## config.mk

```make
export PLATFORM = sky130hd
export DESIGN_NAME = mirq_ctrl
export DESIGN_NICKNAME = d
export VERILOG_FILES = /design/src/rtl/mirq_pkg.sv /design/src/rtl/mirq_edge_cap.sv /design/src/rtl/mirq_regfile.sv /design/src/rtl/mirq_prio.sv /design/src/rtl/mirq_ctrl.sv
export SDC_FILE = /design/constraint.sdc
export NUM_CORES = 1
export LEC_CHECK = 0
export BUFFER_PORTS_ARGS = -buffer_cell sky130_fd_sc_hd__clkbuf_2
export CAP_MARGIN = 20
export CORE_MARGIN = 1.5
export CORE_UTILIZATION = 58
export CTS_BUF_LIST = sky130_fd_sc_hd__clkbuf_4 sky130_fd_sc_hd__clkbuf_8
export CTS_CLUSTER_DIAMETER = 150
export DETAILED_ROUTE_END_ITERATION = 16
export PLACE_DENSITY = 0.88
export RECOVER_POWER = 25
export SLEW_MARGIN = 20
export SYNTH_ARGS = -nofsm -noshare
export SYNTH_HDL_FRONTEND = slang
export SYNTH_SLANG_ARGS = --single-unit
```

## constraint.sdc

```tcl
create_clock -name clk_i -period 2.96 [get_ports clk_i]
set_input_delay 0.296 -clock clk_i [delete_from_list [all_inputs] [get_ports clk_i]]
set_output_delay 0.296 -clock clk_i [all_outputs]
set_load 0.01 [all_outputs]
```

## src/rtl/mirq_pkg.sv

```systemverilog
package mirq_pkg;
  localparam int NUM_SRC   = 15;
  localparam int BYTE_W    = 8;
  localparam int ADDR_W    = 8;
  localparam int REQ_BASE  = 'h3C;
  localparam int SYNC_LEN  = 2;
endpackage

```

## src/rtl/mirq_edge_cap.sv

```systemverilog
module mirq_edge_cap #(
  parameter int N     = mirq_pkg::NUM_SRC,
  parameter int DEPTH = mirq_pkg::SYNC_LEN
) (
  input  logic         clk_i,
  input  logic         rst_ni,
  input  logic [N-1:0] lvl_i,
  output logic [N-1:0] ev_o
);
  logic [DEPTH-1:0][N-1:0] chain_q, chain_d;
  logic [N-1:0]            last_q, last_d;

  always_comb begin
    chain_d[0] = lvl_i;
    for (int s = 1; s < DEPTH; s++) chain_d[s] = chain_q[s-1];
    last_d = chain_q[DEPTH-1];
  end

  always_ff @(posedge clk_i or negedge rst_ni) begin
    if (!rst_ni) begin
      chain_q <= '0;
      last_q  <= '0;
    end else begin
      chain_q <= chain_d;
      last_q  <= last_d;
    end
  end

  assign ev_o = chain_q[DEPTH-1] & ~last_q;

  p_single_pulse_r2: assert property (@(posedge clk_i) disable iff (!rst_ni)
    (ev_o != '0) |=> ((ev_o & $past(ev_o)) == '0))
    else $error("event pulse longer than one cycle");
endmodule

```

## src/rtl/mirq_regfile.sv

```systemverilog
module mirq_regfile #(
  parameter int N        = mirq_pkg::NUM_SRC,
  parameter int BYTE_W   = mirq_pkg::BYTE_W,
  parameter int ADDR_W   = mirq_pkg::ADDR_W,
  parameter int REQ_BASE = mirq_pkg::REQ_BASE,
  localparam int NBYTE   = (N + BYTE_W - 1) / BYTE_W,
  localparam int EN_BASE = REQ_BASE + NBYTE
) (
  input  logic              clk_i,
  input  logic              rst_ni,
  input  logic [N-1:0]      ev_i,
  input  logic [N-1:0]      hw_clr_i,
  input  logic              wr_i,
  input  logic [ADDR_W-1:0] addr_i,
  input  logic [BYTE_W-1:0] wdata_i,
  output logic [BYTE_W-1:0] rdata_o,
  output logic [N-1:0]      req_o,
  output logic [N-1:0]      en_o
);
  logic [N-1:0]            req_q, req_d, en_q, en_d;
  logic [N-1:0]            sw_clr, en_we, en_val;
  logic [NBYTE-1:0]        req_hit, en_hit;
  logic [NBYTE*BYTE_W-1:0] req_pad, en_pad;

  always_comb begin
    for (int b = 0; b < NBYTE; b++) begin
      req_hit[b] = wr_i && (addr_i == ADDR_W'(REQ_BASE + b));
      en_hit[b]  = wr_i && (addr_i == ADDR_W'(EN_BASE + b));
    end
  end

  for (genvar i = 0; i < N; i++) begin : g_bit
    localparam int BI = i / BYTE_W;
    localparam int PI = i % BYTE_W;
    assign sw_clr[i] = req_hit[BI] & ~wdata_i[PI];
    assign en_we[i]  = en_hit[BI];
    assign en_val[i] = wdata_i[PI];
  end

  always_comb begin
    req_d = (req_q & ~(sw_clr | hw_clr_i)) | ev_i;
    en_d  = (en_q & ~en_we) | (en_val & en_we);
  end

  always_ff @(posedge clk_i or negedge rst_ni) begin
    if (!rst_ni) begin
      req_q <= '0;
      en_q  <= '0;
    end else begin
      req_q <= req_d;
      en_q  <= en_d;
    end
  end

  always_comb begin
    req_pad = '0;
    en_pad  = '0;
    req_pad[N-1:0] = req_q;
    en_pad[N-1:0]  = en_q;
    rdata_o = '0;
    for (int b = 0; b < NBYTE; b++) begin
      if (addr_i == ADDR_W'(REQ_BASE + b)) rdata_o = req_pad[b*BYTE_W +: BYTE_W];
      if (addr_i == ADDR_W'(EN_BASE + b))  rdata_o = en_pad[b*BYTE_W +: BYTE_W];
    end
  end

  assign req_o = req_q;
  assign en_o  = en_q;

  p_sticky_r3: assert property (@(posedge clk_i) disable iff (!rst_ni)
    (sw_clr == '0 && hw_clr_i == '0) |=> ((req_q & $past(req_q)) == $past(req_q)))
    else $error("pending bit dropped without a clear");

  p_write_never_sets_r4: assert property (@(posedge clk_i) disable iff (!rst_ni)
    (ev_i == '0) |=> ((req_q & ~$past(req_q)) == '0))
    else $error("pending bit set without an event");

  p_ack_clears_r8: assert property (@(posedge clk_i) disable iff (!rst_ni)
    (hw_clr_i != '0 && (hw_clr_i & ev_i) == '0) |=> ((req_q & $past(hw_clr_i)) == '0))
    else $error("acknowledged bit still pending");

  p_set_beats_clear_r9: assert property (@(posedge clk_i) disable iff (!rst_ni)
    (ev_i != '0) |=> ((req_q & $past(ev_i)) == $past(ev_i)))
    else $error("event lost");
endmodule

```

## src/rtl/mirq_prio.sv

```systemverilog
module mirq_prio #(
  parameter int N     = mirq_pkg::NUM_SRC,
  localparam int VW   = $clog2(N)
) (
  input  logic          clk_i,
  input  logic          rst_ni,
  input  logic [N-1:0]  pend_i,
  output logic          any_o,
  output logic [VW-1:0] vec_o,
  output logic [N-1:0]  grant_o
);
  always_comb begin
    vec_o = '0;
    for (int i = N - 1; i >= 0; i--) begin
      if (pend_i[i]) vec_o = VW'(i);
    end
    grant_o = pend_i & (~pend_i + N'(1));
    any_o   = |pend_i;
  end

  p_lowest_wins_r7: assert property (@(posedge clk_i) disable iff (!rst_ni)
    any_o |-> (pend_i[vec_o] && ((pend_i & ((N'(1) << vec_o) - N'(1))) == '0)))
    else $error("winner is not the lowest eligible source");

  p_grant_matches_r7: assert property (@(posedge clk_i) disable iff (!rst_ni)
    any_o |-> (grant_o == (N'(1) << vec_o)))
    else $error("grant and index disagree");
endmodule

```

## src/rtl/mirq_ctrl.sv

```systemverilog
module mirq_ctrl #(
  parameter int N_SRC    = mirq_pkg::NUM_SRC,
  parameter int BYTE_W   = mirq_pkg::BYTE_W,
  parameter int ADDR_W   = mirq_pkg::ADDR_W,
  parameter int REQ_BASE = mirq_pkg::REQ_BASE,
  parameter int SYNC_LEN = mirq_pkg::SYNC_LEN,
  localparam int VEC_W   = $clog2(N_SRC)
) (
  input  logic              clk_i,
  input  logic              rst_ni,
  input  logic [N_SRC-1:0]  src_lvl_i,
  input  logic [ADDR_W-1:0] bus_addr_i,
  input  logic              bus_wr_i,
  input  logic [BYTE_W-1:0] bus_wdata_i,
  output logic [BYTE_W-1:0] bus_rdata_o,
  input  logic              sei_i,
  input  logic              cli_i,
  input  logic              cpu_ack_i,
  output logic              irq_take_o,
  output logic [VEC_W-1:0]  irq_vec_o,
  output logic              iflag_o
);
  logic [1:0]       rsync_q;
  logic             rst_sn;
  logic [N_SRC-1:0] ev, req, en, grant, hw_clr;
  logic             any_elig, ack_take;
  logic             flag_q, flag_d;

  // asynchronous assert, synchronous release
  always_ff @(posedge clk_i or negedge rst_ni) begin
    if (!rst_ni) rsync_q <= '0;
    else         rsync_q <= {rsync_q[0], 1'b1};
  end
  assign rst_sn = rsync_q[1];

  mirq_edge_cap #(.N(N_SRC), .DEPTH(SYNC_LEN)) u_cap (
    .clk_i (clk_i), .rst_ni(rst_sn), .lvl_i(src_lvl_i), .ev_o(ev)
  );

  mirq_regfile #(.N(N_SRC), .BYTE_W(BYTE_W), .ADDR_W(ADDR_W), .REQ_BASE(REQ_BASE)) u_regs (
    .clk_i   (clk_i),
    .rst_ni  (rst_sn),
    .ev_i    (ev),
    .hw_clr_i(hw_clr),
    .wr_i    (bus_wr_i),
    .addr_i  (bus_addr_i),
    .wdata_i (bus_wdata_i),
    .rdata_o (bus_rdata_o),
    .req_o   (req),
    .en_o    (en)
  );

  mirq_prio #(.N(N_SRC)) u_prio (
    .clk_i  (clk_i),
    .rst_ni (rst_sn),
    .pend_i (req & en),
    .any_o  (any_elig),
    .vec_o  (irq_vec_o),
    .grant_o(grant)
  );

  always_comb begin
    irq_take_o = any_elig & ~flag_q;
    ack_take   = cpu_ack_i & irq_take_o;
    hw_clr     = ack_take ? grant : '0;
    flag_d     = flag_q;
    if (cli_i)             flag_d = 1'b0;
    if (sei_i || ack_take) flag_d = 1'b1;
  end

  always_ff @(posedge clk_i or negedge rst_sn) begin
    if (!rst_sn) flag_q <= 1'b0;
    else         flag_q <= flag_d;
  end

  assign iflag_o = flag_q;

  p_ack_sets_flag_r8: assert property (@(posedge clk_i) disable iff (!rst_sn)
    ack_take |=> flag_q)
    else $error("disable flag not set by acknowledge");

  p_cli_clears_r10: assert property (@(posedge clk_i) disable iff (!rst_sn)
    (cli_i && !sei_i && !ack_take) |=> !flag_q)
    else $error("clear strobe ignored");

  p_sei_sets_r10: assert property (@(posedge clk_i) disable iff (!rst_sn)
    sei_i |=> flag_q)
    else $error("set strobe ignored");

  p_no_nest_r11: assert property (@(posedge clk_i) disable iff (!rst_sn)
    (ack_take && !cli_i) |=> !irq_take_o)
    else $error("nested request without clear");

  p_winner_valid_r6: assert property (@(posedge clk_i) disable iff (!rst_sn)
    irq_take_o |-> (req[irq_vec_o] && en[irq_vec_o] && !flag_q))
    else $error("request offered for ineligible source");
endmodule

```

=== Word level (Yosys, flattened, before mapping) ===
Cells that the tools add are included.
W data, S select, Z words.

* Register bits after elaboration: 78
* Bits in latches: 0
* Bits in writable memories: 0
* Memory bits (read-only): 0
* Input bits: 37
* Output and inout bits: 14
* Logic and storage cells: 80
* Memories kept: 0

* Add/sub/neg operators: 1
* $mul: 0
* Divide/modulo/power cells: 0
* Magnitude comparators: 0
* Eq/ne operators: 4
* Shift-type cells: 0
* Muxes and demuxes: 22
* Bitwise operators: 39
* Reductions and logical operators: 7

{| class="wikitable"
|+ Operator list
! cell !! number
|-
| $and A15 B15 Y15 || 6
|-
| $mux W4 || 15
|-
| $not A15 Y15 || 4
|-
| $or A15 B15 Y15 || 3
|-
| $eq A8 B6 Y1 const B || 4
|-
| $mux W8 || 4
|-
| $and A1 B1 Y1 || 17
|-
| $add A15 B1 Y15 const B || 1
|-
| $mux W15 || 1
|-
| $reduce_or A15 Y1 || 1
|-
| $not A1 Y1 || 9
|-
| $logic_and A1 B1 Y1 || 4
|-
| $mux W1 || 2
|-
| $reduce_bool A2 Y1 || 1
|-
| $logic_or A1 B1 Y1 || 1
|}

=== Longest topological paths before layout ===
Gate-level depths: netlist of the first run.

* Depth in word-level cells: 16
* Gate-level depth with buffers: 6
* Gate-level depth less buffers: 5

=== Cells and area by module ===
From an unflattened synthesis of the first run, not the netlist that was laid out.

* Cells, all modules: 266
* Area, all modules: 3,517.1 um^2

{| class="wikitable"
|+ Modules (own cells, without submodules)
! module !! times used !! cells each !! area an instance (um^2) !! sequential area each (um^2)
|-
| mirq_regfile || 1 || 121 || 1,555.2 || 750.7
|-
| mirq_edge_cap || 1 || 60 || 1,332.5 || 1,126.1
|-
| mirq_ctrl || 1 || 39 || 340.3 || 75.1
|-
| mirq_prio || 1 || 46 || 289.0 || 0.0
|}

=== Worst setup path before layout of the first run ===
Ideal clock, no wire load.

* Path kind: input port to flip-flop
* From: input port bus_addr_i[7]
* To: register u_regs.req_q[8], in the netlist u_regs.req_o[8]
* Library setup time: 0.124 ns
* Data arrival time: 1.630 ns
* Data required time: 2.836 ns
* Path slack: 1.206 ns
* Stages: 6
* Path buffers: 1
* Cells stage by stage: or2_1 -> or3_1 -> buf_6 -> or3_4 -> o221ai_2 -> o21ai_2

* Cells in the longest elaborated chain, start to end: 7

{| class="wikitable"
|+ RTL lines
! what !! line !! text
|-
| start, declared || mirq_ctrl.sv:12 || <nowiki>input logic [ADDR_W-1:0] bus_addr_i,</nowiki>
|-
| $eq A8 B6 Y1 || mirq_regfile.sv:27 || <nowiki>req_hit[b] = wr_i && (addr_i == ADDR_W'(REQ_BASE + b));</nowiki>
|-
| $logic_and A1 B1 Y1 || mirq_regfile.sv:27 ||
|-
| $and A1 B1 Y1 || mirq_regfile.sv:35 || <nowiki>assign sw_clr[i] = req_hit[BI] & ~wdata_i[PI];</nowiki>
|-
| $or A15 B15 Y15 || mirq_regfile.sv:41 || <nowiki>req_d = (req_q & ~(sw_clr | hw_clr_i)) | ev_i;</nowiki>
|-
| $not A15 Y15 || mirq_regfile.sv:41 ||
|-
| $and A15 B15 Y15 || mirq_regfile.sv:41 ||
|-
| $or A15 B15 Y15 || mirq_regfile.sv:41 ||
|-
| named net u_regs.req_d[8] || mirq_regfile.sv:20 || <nowiki>logic [N-1:0] req_q, req_d, en_q, en_d;</nowiki>
|-
| end signal, assigned || mirq_regfile.sv:50 || <nowiki>req_q <= req_d;</nowiki>
|-
| end, declared || mirq_regfile.sv:20 ||
|}

The timed path passes the listed nets, and every way through them passes these cells.
A chain may end at the register's enable or synchronous reset.

=== Worst setup path in the final report of the first run ===
* From: register u_regs.req_q[12], in the netlist u_regs.req_o[12]
* To: output port irq_take_o

* Cells in the longest elaborated chain, start to end: 3

{| class="wikitable"
|+ RTL lines
! what !! line !! text
|-
| $and A15 B15 Y15 || mirq_ctrl.sv:56 || <nowiki>.pend_i (req & en),</nowiki>
|-
| $reduce_or A15 Y1 || mirq_prio.sv:18 || <nowiki>any_o = |pend_i;</nowiki>
|-
| $and A1 B1 Y1 || mirq_ctrl.sv:63 || <nowiki>irq_take_o = any_elig & ~flag_q;</nowiki>
|-
| end, declared || mirq_ctrl.sv:19 || <nowiki>output logic irq_take_o,</nowiki>
|}

No other way between the ends.

==> impl_metrics.tcl, run 1 <==
set metrics [dict create \
    status "finished, final reports clean" \
    dpl.cell_count 360 \
    r2r_setup_slack_ps 980 \
    power_density_mw_per_mm2 581 \
    cap_violations 0 \
    crit_buf_inv 1 \
    netlist_top_cells_area "dfrtp_1 63%, mux2_2 5.1%, mux4_2 5.1%, nand2_1 3.0%, inv_1 2.3%" \
    area_delta_synth_final_pct 17.4 \
    layout_min_cycle_time_ps 2350 \
    nFillCells 398 \
    netlist.area_leader.share_pct 63.1 \
    stdcell_area_mm2 0.00363 \
    diodes 0 \
    start_util_pct 60.2 \
    final_cells 377 \
    die_y_um 76.0 \
    numPortBuffers 50 \
    final_nets 339 \
    required_ps 2660 \
    clock_skew_ps 8.57 \
    synth_top_cell_by_area "dfrtp_1" \
    dp_hpwl_mm 4.65 \
    core_area_mm2 0.00514 \
    ant_nets 0 \
    cts_max_path_buffers 2 \
    grt_pass1_vias 2312 \
    grt_pass1_wl_mm 11.0 \
    yosysWarnings 0 \
    yosysMostFrequentCell "dfrtp_1" \
    gp_congestion 0.902 \
    endpoint "irq_take_o" \
    worstSkewPairLatency_ps 340 \
    grt.overflow.total 0 \
    synth_edf_count 0 \
    wl_met1_mm 2.50 \
    die_w_um 76.0 \
    async_flop_share_pct 100 \
    cts_root_buffer "clkbuf_8" \
    vias 2183 \
    viasPerCell 5.79 \
    wl_per_cell_um 17.0 \
    drc_errors 0 \
    syn_inst 243 \
    p_leak_nw 1.70 \
    routed_wl_mm 6.42 \
    antenna_found_initial 0 \
    crit_start "u_regs.req_o[12]" \
    syn_nets 280 \
    dr.first_iter.drc_count 250 \
    tightest_slew_ps 653 \
    setup_violations 0 \
    peakVddDrop_uv 431 \
    path_depth 5 \
    r2r.worst_path.cells 5 \
    firstDrtPassIters 4 \
    cts_inserted_buffers 9 \
    slew_headroom_pct 56.5 \
    cts.sinks 78 \
    critPathLaunchType "flop" \
    timing.rr.end "u_regs.req_o[13]" \
    cpPeakStageDelay_ps 480 \
    max_freq_mhz 425 \
    crit_family "simple AND/OR/NAND/NOR gates" \
    seq_area_frac_synth_pct 63.1 \
    fin_util_pct 70.6 \
    ys_types 44 \
    cts_resized 0 \
    synth_ff_type "dfrtp_1" \
    rows 26 \
    cts_tree "done" \
    crit_type "flop to output port" \
    place_area_mm2 0.00343 \
    grt_usage_pct 24.8 \
    path_cells "a222oi_1, nand3_1, nor3_1, nor2_1, clkbuf_2" \
    period_share_pct 79.4 \
    highest_layer "met4" \
    htreeDepth 3 \
    io_pins 51 \
    ys_seq_elements 78 \
    slowest_stage "a222oi_1" \
    route.met3.wl_um 463 \
    synth_area_mm2 0.00309 \
    finalMaxSlewViolations 0 \
    synth_common_cells "78 x dfrtp_1, 25 x nand2_1, 19 x inv_1" \
    syn_avg_cell_area_um2 12.7 \
    critPathArrivalTime_ps 2050 \
    path_max_fanout 4 \
    fin_setup_tns_ps 0 \
    clkSlewWorstSetupHoldPaths_ps 80 \
    post_route_cells_drive_above_1_share_pct 32.6 \
    rsz0062_at_grt "false" \
    finalHoldViolCount 0 \
    crit_path_end_kind "output port" \
    routed-wl-met2_mm 3.30 \
    grt_max_degree 49 \
    hp-class "input port to flop" \
    die_area_mm2 0.00578 \
    p_total_mw 2.11 \
]
[cell usage in the layout (no fill, tap or decap), drive strengths merged, types with 3 or more instances in the layout]
| cell | Yosys | final |
|---|---|---|
| a22oi | 6 | 6 |
| o21ai | 16 | 16 |
| clkinvlp | 0 | 3 |
| o22ai | 11 | 11 |
| nand3 | 7 | 7 |
| a21oi | 3 | 3 |
| nor2 | 6 | 6 |
| and3 | 3 | 3 |
| o221ai | 5 | 5 |
| nor3 | 6 | 6 |
| and2 | 3 | 3 |
| dfrtp | 78 | 78 |
| clkbuf | 2 | 60 |
| mux2 | 14 | 14 |
| mux4 | 7 | 7 |
| inv | 19 | 19 |
| and2b | 7 | 7 |
| nand2 | 25 | 25 |
[what timing repair did]
item	in CTS	in global routing
endpoints found under the hold margin	2	0
buffers inserted	0	0
hold buffers	1	0
[routing by layer]
| layer | global-route usage [%] | vias to the layer above |
|---|---|---|
| met4 | 10.0 | 0 |
| li1 | - | 987 |
| met2 | 41.9 | 111 |
| met3 | 6.23 | 19 |
| met5 | 0 | - |
| met1 | 31.0 | 1066 |
[how the worst min path moves through the flow]
stage | startpoint | to | slack (ps) | depth (start not counted)
2_1_floorplan | rst_ni | rsync_q[0] | 0.4 | 0
3_3_place_gp | rst_ni | rsync_q[0] | 80 | 1
3_5_place_dp | rst_ni | rsync_q[0] | 90 | 1
4_1_cts | src_lvl_i[13] | u_cap.chain_d[28] | 40 | 1
5_1_grt | src_lvl_i[12] | u_cap.chain_d[27] | 40 | 1
6_report | src_lvl_i[13] | u_cap.chain_d[28] | 50 | 1
[layout make-up]
class / count / area [µm²] / share of cell area [%]
flip-flops and latches: 78 / 1950 / 53.8
multi-input cells: 142 / 1050 / 28.8
repair buffers: 52 / 279 / 7.68
clock buffers: 10 / 131 / 3.62
well taps: 70 / 87.6 / 2.41
inverters: 19 / 71.3 / 1.96
clock inverters: 6 / 62.6 / 1.72
[metrics by stage]
| step | hold WS (ps) | setup WS [ps] |
|---|---|---|
| global placement | 84.0 | 1020 |
| CTS | 41.4 | 618 |
| global route | 36.9 | 468 |
| floorplan | 0.409 | 627 |
| finish | 49.6 | 609 |
| detailed placement | 87.7 | 940 |
[logic make-up (layout without fill, tap and decap cells)]
family / count (synthesis) / after routing / synth area share [%]
AO/OA/AOI/OAI: 50 / 50 / 11.1
buffers and inverters: 23 / 87 / 3.07
flip-flops: 78 / 78 / 63.1
multiplexers: 22 / 22 / 10.5
other: 1 / 1 / 0.121
AND/OR/NAND/NOR: 69 / 69 / 12.1
[power by group]
group,internal (mW),switching (mW)
Sequential,1.11,0.0387
Combinational,0.0841,0.103
Clock,0.396,0.373
No activity file was read; power rests on OpenSTA's default activity.
==> run 2: changes to the inputs <==
Settings changed: CORE_UTILIZATION 58 to 52, PLACE_DENSITY 0.88 to 0.83.
Clock period 2.96 ns to 2.05 ns, I/O delays scaled along.
==> impl_metrics.tcl, run 2 (synthesis gave the netlist of run 1 again) <==
set metrics [dict create \
    die_area_mm2 0.00642 \
    pwr-share-seq_pct 50.8 \
    finalHoldViolCount 0 \
    holdPathStages 3 \
    highest_layer "met4" \
    required_ps 1850 \
    rows 27 \
    finalMaxSlewViolations 0 \
    r2r_start "u_regs.req_o[13]" \
    critPathArrivalTime_ps 1840 \
    power_density_mw_per_mm2 822 \
    fin_setup_tns_ps 0 \
    vias 2291 \
    min_from "sei_i" \
    firstDrtPassIters 4 \
    die_w_um 80.1 \
    wl_per_cell_um 16.6 \
    wl_met1_mm 2.74 \
    peakVddDrop_uv 678 \
    grt_usage_pct 22.6 \
    numPortBuffers 50 \
    drc_errors 0 \
    timing.rr.end "u_regs.req_o[7]" \
    dpl.cell_count 368 \
    final_common_cell "dfrtp_1" \
    cts_root_buffer "clkbuf_8" \
    antenna_found_initial 0 \
    p_leak_nw 1.86 \
    grt_pass1_vias 2234 \
    gp_congestion 0.907 \
    setup_violations 0 \
    core_area_mm2 0.00561 \
    crit_type "flop to output port" \
    tightest_slew_ps 584 \
    r2r_setup_slack_ps 90 \
    switching_share_pct 22.9 \
    max_freq_mhz 489 \
    io_pins 51 \
    status "finished, final reports clean" \
    diodes 0 \
    grt_pass1_wl_mm 10.6 \
    area_delta_synth_final_pct 27.8 \
    min_to "iflag_o" \
    p_switching_mw 0.744 \
    r2r.worst_path.cells 7 \
    crit_path_end_kind "output port" \
    dp_hpwl_mm 4.62 \
    cts_tree "done" \
    worstSkewPairLatency_ps 350 \
    cts.sinks 78 \
    die_y_um 80.1 \
    routed_wl_mm 6.79 \
    cap_violations 0 \
    grt.overflow.total 0 \
    post_route_cells_drive_above_1_share_pct 36.3 \
    p_total_mw 3.25 \
    path_max_fanout 3 \
    clock_skew_ps 9.90 \
    final_cell_mix "77 x dfrtp_1, 48 x clkbuf_2, 25 x nand2_1, 19 x inv_1" \
    ant_nets 0 \
    dr.first_iter.drc_count 189 \
    hp-class "input port to flop" \
    viasPerCell 5.62 \
    htreeDepth 3 \
    route.met3.wl_um 465 \
    start_util_pct 55.2 \
    final_nets 369 \
    power_frac_clock_pct 38.1 \
    clkSlewWorstSetupHoldPaths_ps 70 \
    routed-wl-met2_mm 3.39 \
    grt_max_degree 49 \
    cts_max_path_buffers 2 \
    cts_inserted_buffers 9 \
    rsz0062_at_grt "true" \
    final_cells 408 \
    layout_min_cycle_time_ps 2050 \
    period_share_pct 99.8 \
    critPathLaunchType "flop" \
    p_int_mw 2.51 \
    slew_headroom_pct 61.1 \
    comb_power_share_pct 11.1 \
]
run 2: how the worst max path moves through the flow:
stage	start	endpoint	slack [ps]
2_1_floorplan	bus_addr_i[7]	u_regs.req_o[8]	390
3_3_place_gp	bus_addr_i[7]	flop	240
4_1_cts	flop	irq_take_o	-10
5_1_grt	flop	irq_vec_o[0]	-60
3_5_place_dp	bus_addr_i[7]	flop	220
6_report	flop	irq_vec_o[0]	4
run 2: metrics by stage:
step / cell area [µm²] / utilization (%) / hold WS, ps / setup WS [ps]
after global placement: 3460 / 61.8 / -9.40 / 244
final: 3950 / 70.5 / 48.0 / 4.38
after floorplan: 3090 / - / -90.6 / 387
after CTS: 3860 / 68.9 / 32.9 / -13.7
after detailed placement: 3460 / 61.8 / -5.50 / 220
after global routing: 3950 / 70.5 / 58.7 / -61.9
run 2: per-layer routing:
metal  vias up  global-route usage, %
met5         -                      0
met4         0                   10.7
met3        22                   4.89
met2        94                   37.7
met1      1125                   28.1
li1       1050                      -
run 2: timing repair:
item,in CTS,in global routing
endpoints found under the setup margin,4,5
hold endpoints to repair,17,0
resized for setup,1,11
hold buffers,16,0
setup buffers,2,7
pin swaps,1,4
run 2: power groups by stage:
stage	registers (mW)	logic (mW)	clock network, mW
final	1.65	0.362	1.24
after floorplan	1.69	0.158	0
after CTS	1.65	0.318	1.26
after detailed placement	1.68	0.287	0
after global routing	1.66	0.394	1.33
after global placement	1.68	0.281	0
run 2: critical path: stages (launching register included):
cell	delay [ps]
dfrtp_1	390
nand2_1	100
a32o_1	280
a22o_1	220
a311oi_2	270
nor2_1	100
clkbuf_2	130
run 2: layout make-up:
type / instances / area (µm²)
multi-input combinational: 142 / 1090
inverter: 19 / 71.3
tap: 72 / 90.1
clock inverter: 4 / 72.6
timing repair buffer: 82 / 529
fill: 407 / 1650
clock buffer: 11 / 145
sequential: 78 / 1950
